File: src/rtl/regwin_pkg.sv
package regwin_pkg;
  localparam int NTGT = 9;

  localparam int T_INT   = 0;
  localparam int T_SRAM  = 1;
  localparam int T_LUT   = 2;
  localparam int T_AADD  = 3;
  localparam int T_SDRAM = 4;
  localparam int T_VOICE = 5;
  localparam int T_MMU   = 6;
  localparam int T_SPI   = 7;
  localparam int T_RCLR  = 8;

  typedef enum logic [3:0] {
    ST_RESET,
    ST_IDLE,
    ST_INT_WR,
    ST_INT_RD,
    ST_SRAM,
    ST_LUT,
    ST_ADDR_ADD,
    ST_SDRAM,
    ST_VOICE,
    ST_MMU,
    ST_SPI,
    ST_RD_CLR,
    ST_WR_END,
    ST_RD_END
  } rw_state_e;
endpackage

File: src/rtl/regwin_decode.sv
module regwin_decode
  import regwin_pkg::*;
(
  input  logic       wr_i,
  input  logic       rd_i,
  input  logic [3:0] nib_i,
  output rw_state_e  nxt_o
);
  always_comb begin
    nxt_o = ST_IDLE;
    if (wr_i) begin
      if (!nib_i[3]) nxt_o = ST_INT_WR;
      else begin
        case (nib_i[2:0])
          3'b000:         nxt_o = ST_SRAM;
          3'b001:         nxt_o = ST_SDRAM;
          3'b010:         nxt_o = ST_SPI;
          3'b011:         nxt_o = ST_VOICE;
          3'b100, 3'b101: nxt_o = ST_MMU;
          3'b110:         nxt_o = ST_ADDR_ADD;
          3'b111:         nxt_o = ST_LUT;
          default:        nxt_o = ST_WR_END;
        endcase
      end
    end else if (rd_i) begin
      if (!nib_i[3]) nxt_o = ST_INT_RD;
      else begin
        case (nib_i[2:0])
          3'b000:         nxt_o = ST_SRAM;
          3'b001:         nxt_o = ST_SDRAM;
          3'b010:         nxt_o = ST_SPI;
          3'b100, 3'b101: nxt_o = ST_MMU;
          3'b110:         nxt_o = ST_RD_CLR;
          default:        nxt_o = ST_RD_END;
        endcase
      end
    end
  end
endmodule

File: src/rtl/regwin_rdmux.sv
module regwin_rdmux
  import regwin_pkg::*;
#(
  parameter int DW = 32
) (
  input  logic [NTGT-1:0]    sel_i,
  input  logic [NTGT*DW-1:0] rdata_i,
  output logic [DW-1:0]      rdata_o
);
  logic [DW-1:0] gated [NTGT];

  for (genvar k = 0; k < NTGT; k++) begin : g_gate
    assign gated[k] = rdata_i[k*DW +: DW] & {DW{sel_i[k]}};
  end

  always_comb begin
    rdata_o = '0;
    for (int k = 0; k < NTGT; k++) rdata_o = rdata_o | gated[k];
  end
endmodule

File: src/rtl/regwin_ctrl.sv
module regwin_ctrl
  import regwin_pkg::*;
#(
  parameter int AW = 16,
  parameter int DW = 32
) (
  input  logic            clk_i,
  input  logic            rst_ni,
  input  logic            wr_i,
  input  logic            rd_i,
  input  logic [AW-1:0]   addr_i,
  input  logic [DW-1:0]   wdata_i,
  input  rw_state_e       dec_nxt_i,
  input  logic [NTGT-1:0] done_i,
  input  logic [DW-1:0]   mux_rdata_i,
  output logic [NTGT-1:0] req_o,
  output logic            ack_o,
  output logic            we_o,
  output logic [AW-1:0]   addr_o,
  output logic [DW-1:0]   wdata_o,
  output logic [DW-1:0]   rdata_o
);
  rw_state_e     state_q, state_d;
  logic          accept, hit;
  logic          we_q;
  logic [AW-1:0] addr_q;
  logic [DW-1:0] wdata_q, rdata_q;

  always_comb begin
    req_o = '0;
    case (state_q)
      ST_INT_WR, ST_INT_RD: req_o[T_INT]   = 1'b1;
      ST_SRAM:              req_o[T_SRAM]  = 1'b1;
      ST_LUT:               req_o[T_LUT]   = 1'b1;
      ST_ADDR_ADD:          req_o[T_AADD]  = 1'b1;
      ST_SDRAM:             req_o[T_SDRAM] = 1'b1;
      ST_VOICE:             req_o[T_VOICE] = 1'b1;
      ST_MMU:               req_o[T_MMU]   = 1'b1;
      ST_SPI:               req_o[T_SPI]   = 1'b1;
      ST_RD_CLR:            req_o[T_RCLR]  = 1'b1;
      default:              req_o = '0;
    endcase
  end

  assign hit    = |(req_o & done_i);
  assign accept = (state_q == ST_IDLE) && (wr_i || rd_i);

  always_comb begin
    state_d = state_q;
    case (state_q)
      ST_RESET:  state_d = ST_IDLE;
      ST_IDLE:   state_d = dec_nxt_i;
      ST_WR_END,
      ST_RD_END: state_d = ST_IDLE;
      default:   if (hit) state_d = we_q ? ST_WR_END : ST_RD_END;
    endcase
  end

  always_ff @(posedge clk_i or negedge rst_ni) begin
    if (!rst_ni) begin
      state_q <= ST_RESET;
      we_q    <= 1'b0;
      addr_q  <= '0;
      wdata_q <= '0;
      rdata_q <= '0;
    end else begin
      state_q <= state_d;
      if (accept) begin
        we_q    <= wr_i;
        addr_q  <= addr_i;
        wdata_q <= wdata_i;
        rdata_q <= '0;
      end else if (hit && !we_q) begin
        rdata_q <= mux_rdata_i;
      end
    end
  end

  assign ack_o   = (state_q == ST_WR_END) || (state_q == ST_RD_END);
  assign we_o    = we_q;
  assign addr_o  = addr_q;
  assign wdata_o = wdata_q;
  assign rdata_o = rdata_q;
endmodule

File: src/rtl/regwin_router.sv
module regwin_router
  import regwin_pkg::*;
#(
  parameter int AW = 16,
  parameter int DW = 32
) (
  input  logic            clk_i,
  input  logic            rst_ni,
  input  logic            wr_i,
  input  logic            rd_i,
  input  logic [AW-1:0]   addr_i,
  input  logic [DW-1:0]   wdata_i,
  output logic            ack_o,
  output logic [DW-1:0]   rdata_o,
  output logic [NTGT-1:0] req_o,
  output logic            we_o,
  output logic [AW-1:0]   addr_o,
  output logic [DW-1:0]   wdata_o,
  input  logic [NTGT-1:0] done_i,
  input  logic [NTGT*DW-1:0] rdata_i
);
  rw_state_e     dec_nxt;
  logic [DW-1:0] mux_rdata;

  regwin_decode u_decode (
    .wr_i  (wr_i),
    .rd_i  (rd_i),
    .nib_i (addr_i[3:0]),
    .nxt_o (dec_nxt)
  );

  regwin_rdmux #(.DW(DW)) u_rdmux (
    .sel_i   (req_o),
    .rdata_i (rdata_i),
    .rdata_o (mux_rdata)
  );

  regwin_ctrl #(.AW(AW), .DW(DW)) u_ctrl (
    .clk_i       (clk_i),
    .rst_ni      (rst_ni),
    .wr_i        (wr_i),
    .rd_i        (rd_i),
    .addr_i      (addr_i),
    .wdata_i     (wdata_i),
    .dec_nxt_i   (dec_nxt),
    .done_i      (done_i),
    .mux_rdata_i (mux_rdata),
    .req_o       (req_o),
    .ack_o       (ack_o),
    .we_o        (we_o),
    .addr_o      (addr_o),
    .wdata_o     (wdata_o),
    .rdata_o     (rdata_o)
  );
endmodule

File: config.mk
export PLATFORM = sky130hd
export DESIGN_NAME = regwin_router
export DESIGN_NICKNAME = d
export VERILOG_FILES = /design/src/rtl/regwin_pkg.sv /design/src/rtl/regwin_decode.sv /design/src/rtl/regwin_rdmux.sv /design/src/rtl/regwin_ctrl.sv /design/src/rtl/regwin_router.sv
export SDC_FILE = /design/constraint.sdc
export NUM_CORES = 1
export LEC_CHECK = 0
export BUFFER_PORTS_ARGS = -buffer_cell sky130_fd_sc_hd__buf_2
export CORE_AREA = 2 2 172 174
export CTS_BUF_LIST = sky130_fd_sc_hd__clkbuf_4 sky130_fd_sc_hd__clkbuf_8 sky130_fd_sc_hd__clkbuf_16
export DETAILED_ROUTE_END_ITERATION = 8
export DIE_AREA = 0 0 174 176
export GPL_TIMING_DRIVEN = 0
export PLACE_DENSITY = 0.55
export SYNTH_ARGS = -nofsm -noshare
export SYNTH_HDL_FRONTEND = slang
export SYNTH_SLANG_ARGS = --single-unit
File: constraint.sdc
create_clock -name clk_i -period 2.5 [get_ports clk_i]
set_input_delay 0.25 -clock clk_i [delete_from_list [all_inputs] [get_ports clk_i]]
set_output_delay 0.25 -clock clk_i [all_outputs]
set_load 0.02 [all_outputs]
* Word level (Yosys, flattened, before mapping)
Memories as Yosys holds them, arrays and structs flattened.
Cells that the tools add are included.
** Operators by class
- Add/sub/neg operators :: 0
- $mul :: 0
- Div/mod/pow operators :: 0
- $lt $le $gt $ge :: 0
- Equal/unequal tests :: 18
- Shift operators :: 0
- Multiplexer cells :: 19
- Bitwise operators :: 18
- Reduce and logical (&&, ||, !) cells :: 13
** Operators by type and width (count)
- $and 32x32->32 :: 9
- $or 32x32->32 :: 8
- $mux 32 :: 2
- $eq 4x4->1 const B :: 6
- $mux 4 :: 5
- $pmux 4 s5 :: 1
- $eq 4x3->1 const B :: 4
- $mux 1 :: 10
- $and 9x9->9 :: 1
- $eq 3x3->1 const B :: 3
- $reduce_or 9->1 :: 1
- $eq 4x2->1 const B :: 2
- $pmux 4 s2 :: 1
- $eq 4x1->1 const B :: 1
- $logic_not 4->1 :: 1
- $reduce_or 2->1 :: 2
- $eq 3x1->1 const B :: 1
- $eq 3x2->1 const B :: 1
- $logic_not 3->1 :: 1
- $reduce_bool 3->1 :: 1
- $reduce_or 3->1 :: 1
- $logic_and 1x1->1 :: 2
- $logic_or 1x1->1 :: 2
- $reduce_bool 2->1 :: 1
- $logic_not 1->1 :: 1
** Storage, ports and cells
- Bits in registers :: 85
- Latch bits :: 0
- Bits in writable memories :: 0
- Bits in read-only memories :: 32
- Bits of input ports :: 349
- Output and inout bits :: 91
- Word-level logic and storage cells :: 74
- Memories :: 1
** Memories
- (no name shown) :: depth 8, width 4, read ports 1, clocked after memory_dff 0, write ports 0, RTL line regwin_decode.sv:14 : case (nib_i[2:0])

* Depth between registers and ports, before layout
Gate-level depths: netlist (run 1).
- Depth after elaboration :: 14
- Mapped depth :: 9
- Mapped depth without buffers :: 7

* Cells and area by module
Synthesis (run 1) repeated with hierarchy kept, for this count alone.
** Unflattened totals
- Cells, all modules :: 516
- Area, all modules :: 5635.4 um^2
** Modules (own cells, without submodules)
- regwin_ctrl :: instances 1, cells an instance 296, area each 3809.9 um^2, seq. area each 2127.0 um^2
- regwin_rdmux :: instances 1, cells an instance 187, area each 1599.0 um^2, seq. area each 0.0 um^2
- regwin_decode :: instances 1, cells an instance 33, area each 226.5 um^2, seq. area each 0.0 um^2

* Worst setup path after synthesis (run 1)
Ideal clock, no wire load.
- Path type :: register -> register
- From :: reg u_ctrl.state_q[1]
- To :: reg u_ctrl.rdata_q[21] (netlist: u_ctrl.rdata_o[21])
- Setup time :: 128 ps
- Arrival :: 1813 ps
- Data required time :: 2372 ps
- Setup slack :: 559 ps
- Cell stages (with the launch flop) :: 7
- Buffers on the path :: 1
- Clock period less this slack :: 1941 ps
- Cell sequence :: dfrtp_1 > mux2_1 > a32oi_1 > nand4_2 > a21oi_4 > buf_6 > mux2_1
** On the way
- Longest elaborated chain between the ends :: 14
- Elaborated cells on any way between the ends :: 45
- Classes of those cells :: eq/ne (11); mux (11); bitwise (18); reduce/logical (5)
** Ends and longest elaborated chain
- from (decl) :: RTL line regwin_ctrl.sv:23 : rw_state_e state_q, state_d;
- from (signal assigned) :: RTL line regwin_ctrl.sv:67 : state_q <= state_d;
- $eq 4x2->1 :: RTL line regwin_ctrl.sv:31 : case (state_q)
- $reduce_or 2->1 :: RTL line regwin_ctrl.sv:31
- $mux 1 :: RTL line regwin_ctrl.sv:31
- $and 32x32->32 :: RTL line regwin_rdmux.sv:13 : assign gated[k] = rdata_i[k*DW +: DW] & {DW{sel_i[k]}};
- $or 32x32->32 (8 in series) :: RTL line regwin_rdmux.sv:18 : for (int k = 0; k < NTGT; k++) rdata_o = rdata_o | gated[k];
- $mux 32 :: RTL line regwin_ctrl.sv:73 : end else if (hit && !we_q) begin
- $mux 32 :: RTL line regwin_ctrl.sv:68 : if (accept) begin
- to (signal assigned) :: RTL line regwin_ctrl.sv:74 : rdata_q <= mux_rdata_i;
- to (decl) :: RTL line regwin_ctrl.sv:27 : logic [DW-1:0] wdata_q, rdata_q;
Several ways; a longest one is shown, not always the timed one. The select of a mux whose other input is x is not followed.
A chain may end at the register's enable or synchronous reset.

* Worst setup path in the final report (run 1)
- From :: reg u_ctrl.state_q[3]
- To :: reg u_ctrl.rdata_q[7] (netlist: u_ctrl.rdata_o[7])
The elaborated chain is that of the path after synthesis.

==> flow_metrics.tcl, run 1 <==
set metrics [dict create \
    end_kind "flip-flop" \
    die_w_um 174 \
    core_mm2 0.0285 \
    path_buf_inv 3 \
    grt_usage_pct 21.3 \
    dp_hpwl_mm 26.6 \
    globalplace.congestion 0.835 \
    start_util_pct 20.1 \
    syn-instance-count 558 \
    finalCritPeriodShare_pct 96.3 \
    final_nets 1364 \
    whs_ns 0.120 \
    worstPathMaxFanout 10 \
    cap_violations 0 \
    status "complete, no violations" \
    synth.top_cell.area_share_pct 37.1 \
    placed_cell_area_mm2 0.00844 \
    final_util_pct 31.0 \
    arrival_ns 2.61 \
    drc 0 \
    slowest_stage "a2111oi_0" \
    drv_slew 0 \
    hp-class "input pin to flip-flop" \
    finClkSkew_ns 0.0218 \
    die_y_um 176 \
    cts_buffers 9 \
    drt-initial-drc-count 467 \
    critical_path_class "flip-flop to flip-flop" \
    clock_path_buffers 2 \
    insertion_delay_ns 0.36 \
    area_growth_pct 54.2 \
    max_stage_delay_ns 0.56 \
    max_freq_mhz 415 \
    cts_sinks 85 \
    crit_top_cell "buf_2" \
    grt_start_max_net_pins 62 \
    antenna_found_initial 0 \
    synth_nets 911 \
    slew_headroom_pct 49.3 \
    ioPinCount 440 \
    vias 6941 \
    clkTransAtPathRegs_ns 0.08 \
    tns_ns 0 \
    worstPathCellList "buf_2, nor2b_1, buf_2, clkbuf_2, a22oi_1, nor2_1, a2111oi_0, mux2i_1" \
    synth_cell_types 51 \
    worst_pin_slew_ns 0.761 \
    wirelength_mm 34.0 \
    cts_tree "built" \
    yosys_warnings 0 \
    power.density_mw_per_mm2 1260 \
    cts-root-buf "clkbuf_16" \
    overflow 0 \
    setup_viol 0 \
    fillers 3115 \
    design_area_mm2 0.00884 \
    grt_pass1_wl_mm 47.1 \
    synthArstFlopShare_pct 100 \
    leakagePower_nw 4.34 \
    ir_drop_mv 0.576 \
    synth_ff_type "dfrtp_1" \
    final_common_cell "buf_2" \
    htreeDepth 3 \
    synthTopCellsByArea "dfrtp_1, mux2_2, a22oi_1" \
    total_power_mw 11.2 \
    fp-row-count 62 \
    yosys.area.top_type "dfrtp_1" \
    synth-edff-count 0 \
    path_delay_family "compound AO/OA/AOI/OAI gates" \
    cp.required_ns 2.70 \
    seq_area_frac_synth_pct 37.1 \
    cp-start-kind "flip-flop" \
    period_needed_ns 2.41 \
    hold_viol_final 0 \
    wire_per_inst_um 24.3 \
    syn_area_mm2 0.00573 \
    drive_gt1_share_pct 58.1 \
    io_buffers 438 \
    first_pass_iters 5 \
    die_area_mm2 0.0306 \
    final_antenna_net_count 0 \
    ys_ff_latch 85 \
    syn-mean-instance-area_um2 10.3 \
    grt_pass1_vias 7161 \
    final_cell_mix "buf_2, dfrtp_1, a22oi_1" \
    vias_per_cell 4.95 \
]
routing by layer:
layer  routed length, µm  part of all wire, %  vias to the layer above  track usage [%]
met1               14200                   42                     3374             26.5
met3                2540                  7.5                       39             4.54
met5                   0                    0                        -                0
met4                 677                  2.0                        0             5.50
li1                    -                    -                     3115                -
met2               16600                   49                      413             37.3
final timing paths:
check | start | end | slack, ns | cells after the start
worst max-delay path | u_ctrl.state_q[3] | u_ctrl.rdata_o[7] | 0.09 | 8
worst min-delay path | wdata_i[3] | u_ctrl.wdata_o[3] | 0.12 | 2
worst max register to register | u_ctrl.state_q[3] | u_ctrl.rdata_o[7] | 0.09 | 8
worst min register to register | u_ctrl.rdata_o[15] | u_ctrl.rdata_o[15] | 0.49 | 1
max in group asynchronous | rst_ni | u_ctrl.rdata_o[30] | 1.46 | 3
min in group asynchronous | rst_ni | u_ctrl.addr_o[10] | 0.37 | 2
per-stage QoR:
stage               cells  setup WS, ns
finish               1401        0.0914
global route         1400      -0.00194
CTS                  1400       0.00435
detailed placement   1381        -0.648
global placement     1380        -0.620
floorplan             558         0.559
cell usage after synthesis (4+ instances only):
master      n
mux2_2     66
a22oi_1    78
a222oi_1    8
inv_1      17
nor2b_1     5
nand2_1    21
a22o_1     16
mux2i_1    17
dfrtp_1    85
o22ai_1    19
mux2_1     16
nor3_1      4
buf_2      28
a32o_1     10
ha_1        4
buf_6       4
nor2_1     32
clkbuf_1   19
o22a_1      6
o211ai_1   17
nand2b_1    5
a32oi_1    16
buf_1       7
a2111oi_0  11
final cells by class:
type / instances / area (µm²) / share of cell area [%]
Antenna cell: 1 / 2.50 / 0.0283
Buffer: 60 / 349 / 3.95
Sequential cell: 85 / 2130 / 24.1
Timing Repair Buffer: 442 / 2250 / 25.4
Clock inverter: 6 / 52.6 / 0.595
Tap cell: 384 / 480 / 5.44
Clock buffer: 10 / 239 / 2.70
Multi-Input combinational cell: 396 / 3280 / 37.1
Inverter: 17 / 63.8 / 0.722
power by group:
| group | total, mW | leakage (nW) | switching, mW | internal, mW |
|---|---|---|---|---|
| registers | 2.38 | 1.04 | 0.328 | 2.05 |
| logic | 7.39 | 3.16 | 4.58 | 2.82 |
| clock network | 1.38 | 0.138 | 0.662 | 0.719 |
flip-flops by register name (all words and copies together), names as in the netlist:
signal          cells
u_ctrl.addr_o      16
u_ctrl.state_q      4
u_ctrl.wdata_o     32
u_ctrl.rdata_o     32
u_ctrl.we_o         1
worst reg2reg max path, delay by kind of cell, from the launching register on:
family | cells | cell delay [ns]
compound gates | 2 | 0.82
buf+inv | 3 | 0.73
flops | 1 | 0.37
mux | 1 | 0.14
simple gates | 2 | 0.20
logic make-up after synthesis:
kind of cell / count (synthesis) / share of synthesized area (%)
compound gates: 205 / 28.4
buf+inv: 77 / 6.31
mux: 102 / 19.9
flops: 85 / 37.1
fa+ha+maj: 4 / 0.873
simple gates: 85 / 7.51
what timing repair did:
action	4_1_cts	5_1_grt
pin swaps	2	0
setup buffers	2	0
hold buffers	1	0
endpoints found under the hold margin	24	0
setup endpoints to repair	38	22
gates resized for setup	21	28
gates cloned	0	0
(Power assumes the default switching activity.)
==> run 2, diff against run 1 <==
--- a/config.mk
+++ b/config.mk
@@ -6,12 +6,13 @@
 export NUM_CORES = 1
 export LEC_CHECK = 0
 export BUFFER_PORTS_ARGS = -buffer_cell sky130_fd_sc_hd__buf_2
-export CORE_AREA = 2 2 172 174
+export CORE_AREA = 8 8 164 166
 export CTS_BUF_LIST = sky130_fd_sc_hd__clkbuf_4 sky130_fd_sc_hd__clkbuf_8 sky130_fd_sc_hd__clkbuf_16
 export DETAILED_ROUTE_END_ITERATION = 8
-export DIE_AREA = 0 0 174 176
+export DIE_AREA = 0 0 172 174
 export GPL_TIMING_DRIVEN = 0
-export PLACE_DENSITY = 0.55
+export PLACE_DENSITY = 0.61
+export SLEW_MARGIN = 20
 export SYNTH_ARGS = -nofsm -noshare
 export SYNTH_HDL_FRONTEND = slang
 export SYNTH_SLANG_ARGS = --single-unit
==> run 2 against run 1 <==
Register-to-register slack about the same; cell count is 3.8% lower; first-iteration DRC count rose by 3.9%.
==> flow_metrics.tcl, run 2 (synthesis gave the netlist of run 1 again) <==
set metrics [dict create \
    final_common_cell "buf_2" \
    max_freq_mhz 413 \
    drive_gt1_share_pct 57.7 \
    path_buf_inv 2 \
    cts_sinks 85 \
    insertion_delay_ns 0.34 \
    n_antenna_cell 0 \
    reg2reg_to "u_ctrl.rdata_o[16]" \
    hp-class "input pin to flip-flop" \
    slew_headroom_pct 45.9 \
    final_nets 1366 \
    worstPathCellList "buf_2, and2_1, buf_4, a22oi_2, o22ai_1, a211o_1, mux2_1" \
    whs_ns 0.134 \
    cts_buffers 9 \
    setup_viol 0 \
    die_area_mm2 0.0299 \
    top_layer "met4" \
    cp-start-kind "flip-flop" \
    slowest_stage "dfrtp_1" \
    grt_pass1_wl_mm 47.2 \
    worst_pin_slew_ns 0.812 \
    cap_violations 0 \
    power.density_mw_per_mm2 1260 \
    cts_tree "built" \
    area_growth_pct 53.3 \
    critical_path_class "flip-flop to flip-flop" \
    clock_path_buffers 2 \
    globalplace.congestion 0.834 \
    instances_no_fill 1348 \
    path_delay_family "compound AO/OA/AOI/OAI gates" \
    fp-row-count 58 \
    r2r_slack_ns 0.08 \
    final_antenna_net_count 0 \
    max_stage_delay_ns 0.45 \
    status "complete, no violations" \
    period_needed_ns 2.42 \
    end_kind "flip-flop" \
    hold_path_startpoint "addr_i[10]" \
    met1_length_mm 12.8 \
    cts-root-buf "clkbuf_16" \
    r2r-start "u_ctrl.state_q[1]" \
    overflow 0 \
    drc 0 \
    htreeDepth 3 \
    vias_per_cell 5.19 \
    whs_path_depth 2 \
    fillers 2624 \
    leakagePower_nw 4.33 \
    dp.cells 1327 \
    cp.required_ns 2.72 \
    start_util_pct 23.4 \
    grt_start_max_net_pins 54 \
    final_cell_mix "buf_2, dfrtp_1, a22oi_1" \
    dr_wl_met2_mm 16.2 \
    vias 7001 \
    ir_drop_mv 0.598 \
    finalCritPeriodShare_pct 96.8 \
    finClkSkew_ns 0.00923 \
    dp_hpwl_mm 27.0 \
    min_to "u_ctrl.addr_o[10]" \
    total_power_mw 11.1 \
    reg2reg_depth 7 \
    tns_ns 0 \
    io_buffers 438 \
    die_w_um 172 \
    grt_usage_pct 21.2 \
    drt-initial-drc-count 485 \
    first_pass_iters 5 \
    grt_pass1_vias 7506 \
    arrival_ns 2.64 \
    worstPathMaxFanout 10 \
    hold_viol_final 0 \
    antenna_found_initial 0 \
    final_util_pct 35.8 \
    wirelength_mm 33.7 \
    die_y_um 174 \
    clkTransAtPathRegs_ns 0.07 \
    wire_per_inst_um 25.0 \
    drv_slew 0 \
    wl_met3_mm 3.89 \
    ioPinCount 440 \
    core_mm2 0.0245 \
    rsz0062_at_grt "false" \
]
==> run 2: how the worst max path moves through the flow <==
stage | start | to | slack, ns | depth (start not counted)
6_report | u_ctrl.state_q[1] | u_ctrl.rdata_o[16] | 0.08 | 7
3_3_place_gp | u_ctrl.state_q[2] | u_ctrl.rdata_o[10] | -0.42 | 7
2_1_floorplan | u_ctrl.state_q[1] | u_ctrl.rdata_o[21] | 0.56 | 6
4_1_cts | u_ctrl.state_q[0] | u_ctrl.rdata_o[24] | 0.009 | 8
3_5_place_dp | u_ctrl.state_q[2] | u_ctrl.rdata_o[10] | -0.43 | 7
5_1_grt | u_ctrl.state_q[1] | ack_o | 0.002 | 5
==> run 2: metal layers <==
metal / up-vias / track usage, %
li1: 3113 / -
met1: 3374 / 24.1
met2: 451 / 36.4
met3: 63 / 7.69
met4: 0 / 6.50
met5: - / 0
==> run 2: repair_timing <==
item	4_1_cts	5_1_grt
hold buffers	1	0
gates resized for setup	19	16
buffers inserted	1	4
pin swaps	1	2
setup endpoints to repair	30	25
endpoints found under the hold margin	32	0
==> run 2: metrics by stage <==
| step | worst slack, ns | cell area, µm² |
|---|---|---|
| finish | 0.0810 | 8790 |
| global route | 0.00208 | 8790 |
| CTS | 0.00869 | 8720 |
| detailed placement | -0.427 | 8370 |
| global placement | -0.419 | 8340 |
| floorplan | 0.559 | 5730 |
==> run 2: layout make-up <==
type / count / area (µm²) / area share [%]
inverter: 17 / 63.8 / 0.726
clock inverter: 6 / 55.1 / 0.627
timing repair buffer: 445 / 2270 / 25.9
clock buffer: 10 / 233 / 2.65
sequential: 85 / 2130 / 24.2
buffer: 59 / 342 / 3.89
tap: 330 / 413 / 4.70
multi-input combinational: 396 / 3280 / 37.3
==> run 2: worst reg2reg max path: stages, from the launching register on <==
cell and delay, ns:
dfrtp_1 0.45, buf_2 0.21, and2_1 0.28, buf_4 0.25, a22oi_2 0.32, o22ai_1 0.21, a211o_1 0.29, mux2_1 0.28
==> run 2: where the power goes <==
part / leakage, nW / internal (mW) / switching (mW)
Sequential: 1.04 / 2.05 / 0.327
Combinational: 3.15 / 2.87 / 4.51
Clock: 0.137 / 0.705 / 0.624
==> run 3, diff against run 2 <==
==> constraint.sdc (replaced) <==
create_clock -name clk_i -period 2.5 [get_ports clk_i]
set_input_delay 0 -clock clk_i [delete_from_list [all_inputs] [get_ports clk_i]]
set_output_delay 0 -clock clk_i [all_outputs]
set_load 0.02 [all_outputs]
==> run 3 against run 2 <==
Via count grew 3.7%; highest routed layer unchanged; count of clock-buffer cells in the layout is the same; flip-flop and latch count is the same; combinational power is essentially flat; sequential share of layout area shrank 1.5 points.
==> flow_metrics.tcl, run 3 (synthesis gave the netlist of run 1 again) <==
set metrics [dict create \
    vias 7257 \
    insertion_delay_ns 0.34 \
    area_growth_pct 63.2 \
    reg2reg_to "u_ctrl.rdata_o[14]" \
    cp-start-kind "flip-flop" \
    leakagePower_nw 4.58 \
    min_to "u_ctrl.rdata_o[0]" \
    drive_gt1_share_pct 54.4 \
    arrival_ns 2.66 \
    grt_pass1_vias 7858 \
    clkTransAtPathRegs_ns 0.07 \
    use_met3_pct 7.49 \
    whs_path_depth 3 \
    die_y_um 174 \
    r2r_slack_ns 0.06 \
    cap_violations 0 \
    grt.busiest_layer "met2" \
    finClkSkew_ns 0.0102 \
    grt_usage_pct 21.9 \
    met1_usage_pct 24.7 \
    worst_pin_slew_ns 0.982 \
    n_antenna_cell 0 \
    r2r-start "u_ctrl.state_q[1]" \
    finalWorstSetupSlack_ns 0.0588 \
    hold_path_startpoint "rdata_i[224]" \
    globalplace.congestion 0.834 \
    drc 0 \
    reg2reg_depth 7 \
    grt_start_max_net_pins 54 \
    cts-root-buf "clkbuf_16" \
    clock_path_buffers 2 \
    cts_buffers 9 \
    power.density_mw_per_mm2 1190 \
    ir_drop_mv 0.606 \
    slew_headroom_pct 34.5 \
    worstPathMaxFanout 10 \
    overflow 0 \
    final_nets 1426 \
    rsz0062_at_grt "true" \
    hold_viol_final 0 \
    grt_pass1_wl_mm 48.9 \
    end_kind "flip-flop" \
    hp-class "input pin to flip-flop" \
    critical_path_class "flip-flop to flip-flop" \
    dp_hpwl_mm 27.0 \
    wirelength_mm 34.6 \
    placed_cell_area_mm2 0.00837 \
    final_antenna_net_count 0 \
    grtUsageMet2_pct 37.7 \
    first_pass_iters 5 \
    design_area_mm2 0.00936 \
    wire_per_inst_um 24.6 \
    cp.required_ns 2.72 \
    fp-row-count 58 \
    antenna_found_initial 0 \
    start_util_pct 23.4 \
    cts_sinks 85 \
    period_needed_ns 2.44 \
    drt-initial-drc-count 488 \
    status "complete, no violations" \
    die_w_um 172 \
    core_mm2 0.0245 \
    die_area_mm2 0.0299 \
    htreeDepth 3 \
    setup_viol 0 \
    cts_tree "built" \
    ioPinCount 440 \
    final_cell_mix "buf_2, dfrtp_1, a22oi_1" \
    vias_per_cell 5.15 \
    drv_slew 0 \
    post-place-ws_ns -0.427 \
    finalCritPeriodShare_pct 97.6 \
    io_buffers 438 \
    max_freq_mhz 410 \
    final_common_cell "buf_2" \
]
run 3: through the flow:
step / util [%] / hold slack, ns / setup TNS (ns) / power, mW / cells
finish: 38.2 / 0.0163 / 0 / 11.1 / 1408
CTS: 38.0 / 0.00251 / 0 / 11.1 / 1406
global placement: 34.0 / 0.231 / -3.60 / 9.54 / 1326
floorplan: - / -0.296 / 0 / 6.81 / 558
detailed placement: 34.1 / -0.0839 / -4.15 / 9.65 / 1327
global route: 38.2 / 0.0140 / -0.161 / 11.8 / 1408
run 3: area by class of cell:
| class | count | area, µm² |
|---|---|---|
| multi-input combinational | 396 | 3270 |
| sequential | 85 | 2130 |
| clock buffer | 10 | 233 |
| buffer | 59 | 322 |
| tap | 330 | 413 |
| fill | 2558 | 15200 |
| inverter | 17 | 63.8 |
| clock inverter | 6 | 55.1 |
| timing repair buffer | 505 | 2880 |
run 3: repair_timing:
action                     CTS  global route
hold buffers                62             0
pin swaps                    1             1
hold endpoints to repair   147             0
setup buffers                2             2
gates cloned                 0             0
setup endpoints to repair   26            24
resized for setup           13            17
run 3: metal layers:
layer / part of all wire (%) / routed length [µm]
met5: 0 / 0
met4: 2.5 / 850
met3: 11 / 3850
met2: 49 / 16900
met1: 38 / 13000
run 3: worst max-delay path: stages (launching register included):
cell and delay, ns:
dfrtp_1 0.46, buf_2 0.24, nor2_1 0.13, clkbuf_2 0.29, a22oi_1 0.37, o22ai_1 0.23
a211o_1 0.30, mux2_1 0.29
run 3: how the worst max path moves through the flow:
stage / start / to / slack, ns / cells after the start
2_1_floorplan: u_ctrl.state_q[1] / u_ctrl.rdata_o[21] / 0.56 / 6
3_3_place_gp: u_ctrl.state_q[2] / u_ctrl.rdata_o[10] / -0.42 / 7
3_5_place_dp: u_ctrl.state_q[2] / u_ctrl.rdata_o[10] / -0.43 / 7
4_1_cts: u_ctrl.state_q[0] / u_ctrl.rdata_o[24] / 0.009 / 8
5_1_grt: u_ctrl.state_q[2] / u_ctrl.rdata_o[16] / -0.03 / 7
6_report: u_ctrl.state_q[1] / u_ctrl.rdata_o[14] / 0.06 / 7
run 3: power breakdown:
part           internal (mW)  total (mW)  switching (mW)  leakage, nW
Sequential              2.05        2.39           0.336         1.04
Clock                  0.705        1.33           0.623        0.137
Combinational           2.88        7.41            4.52         3.40
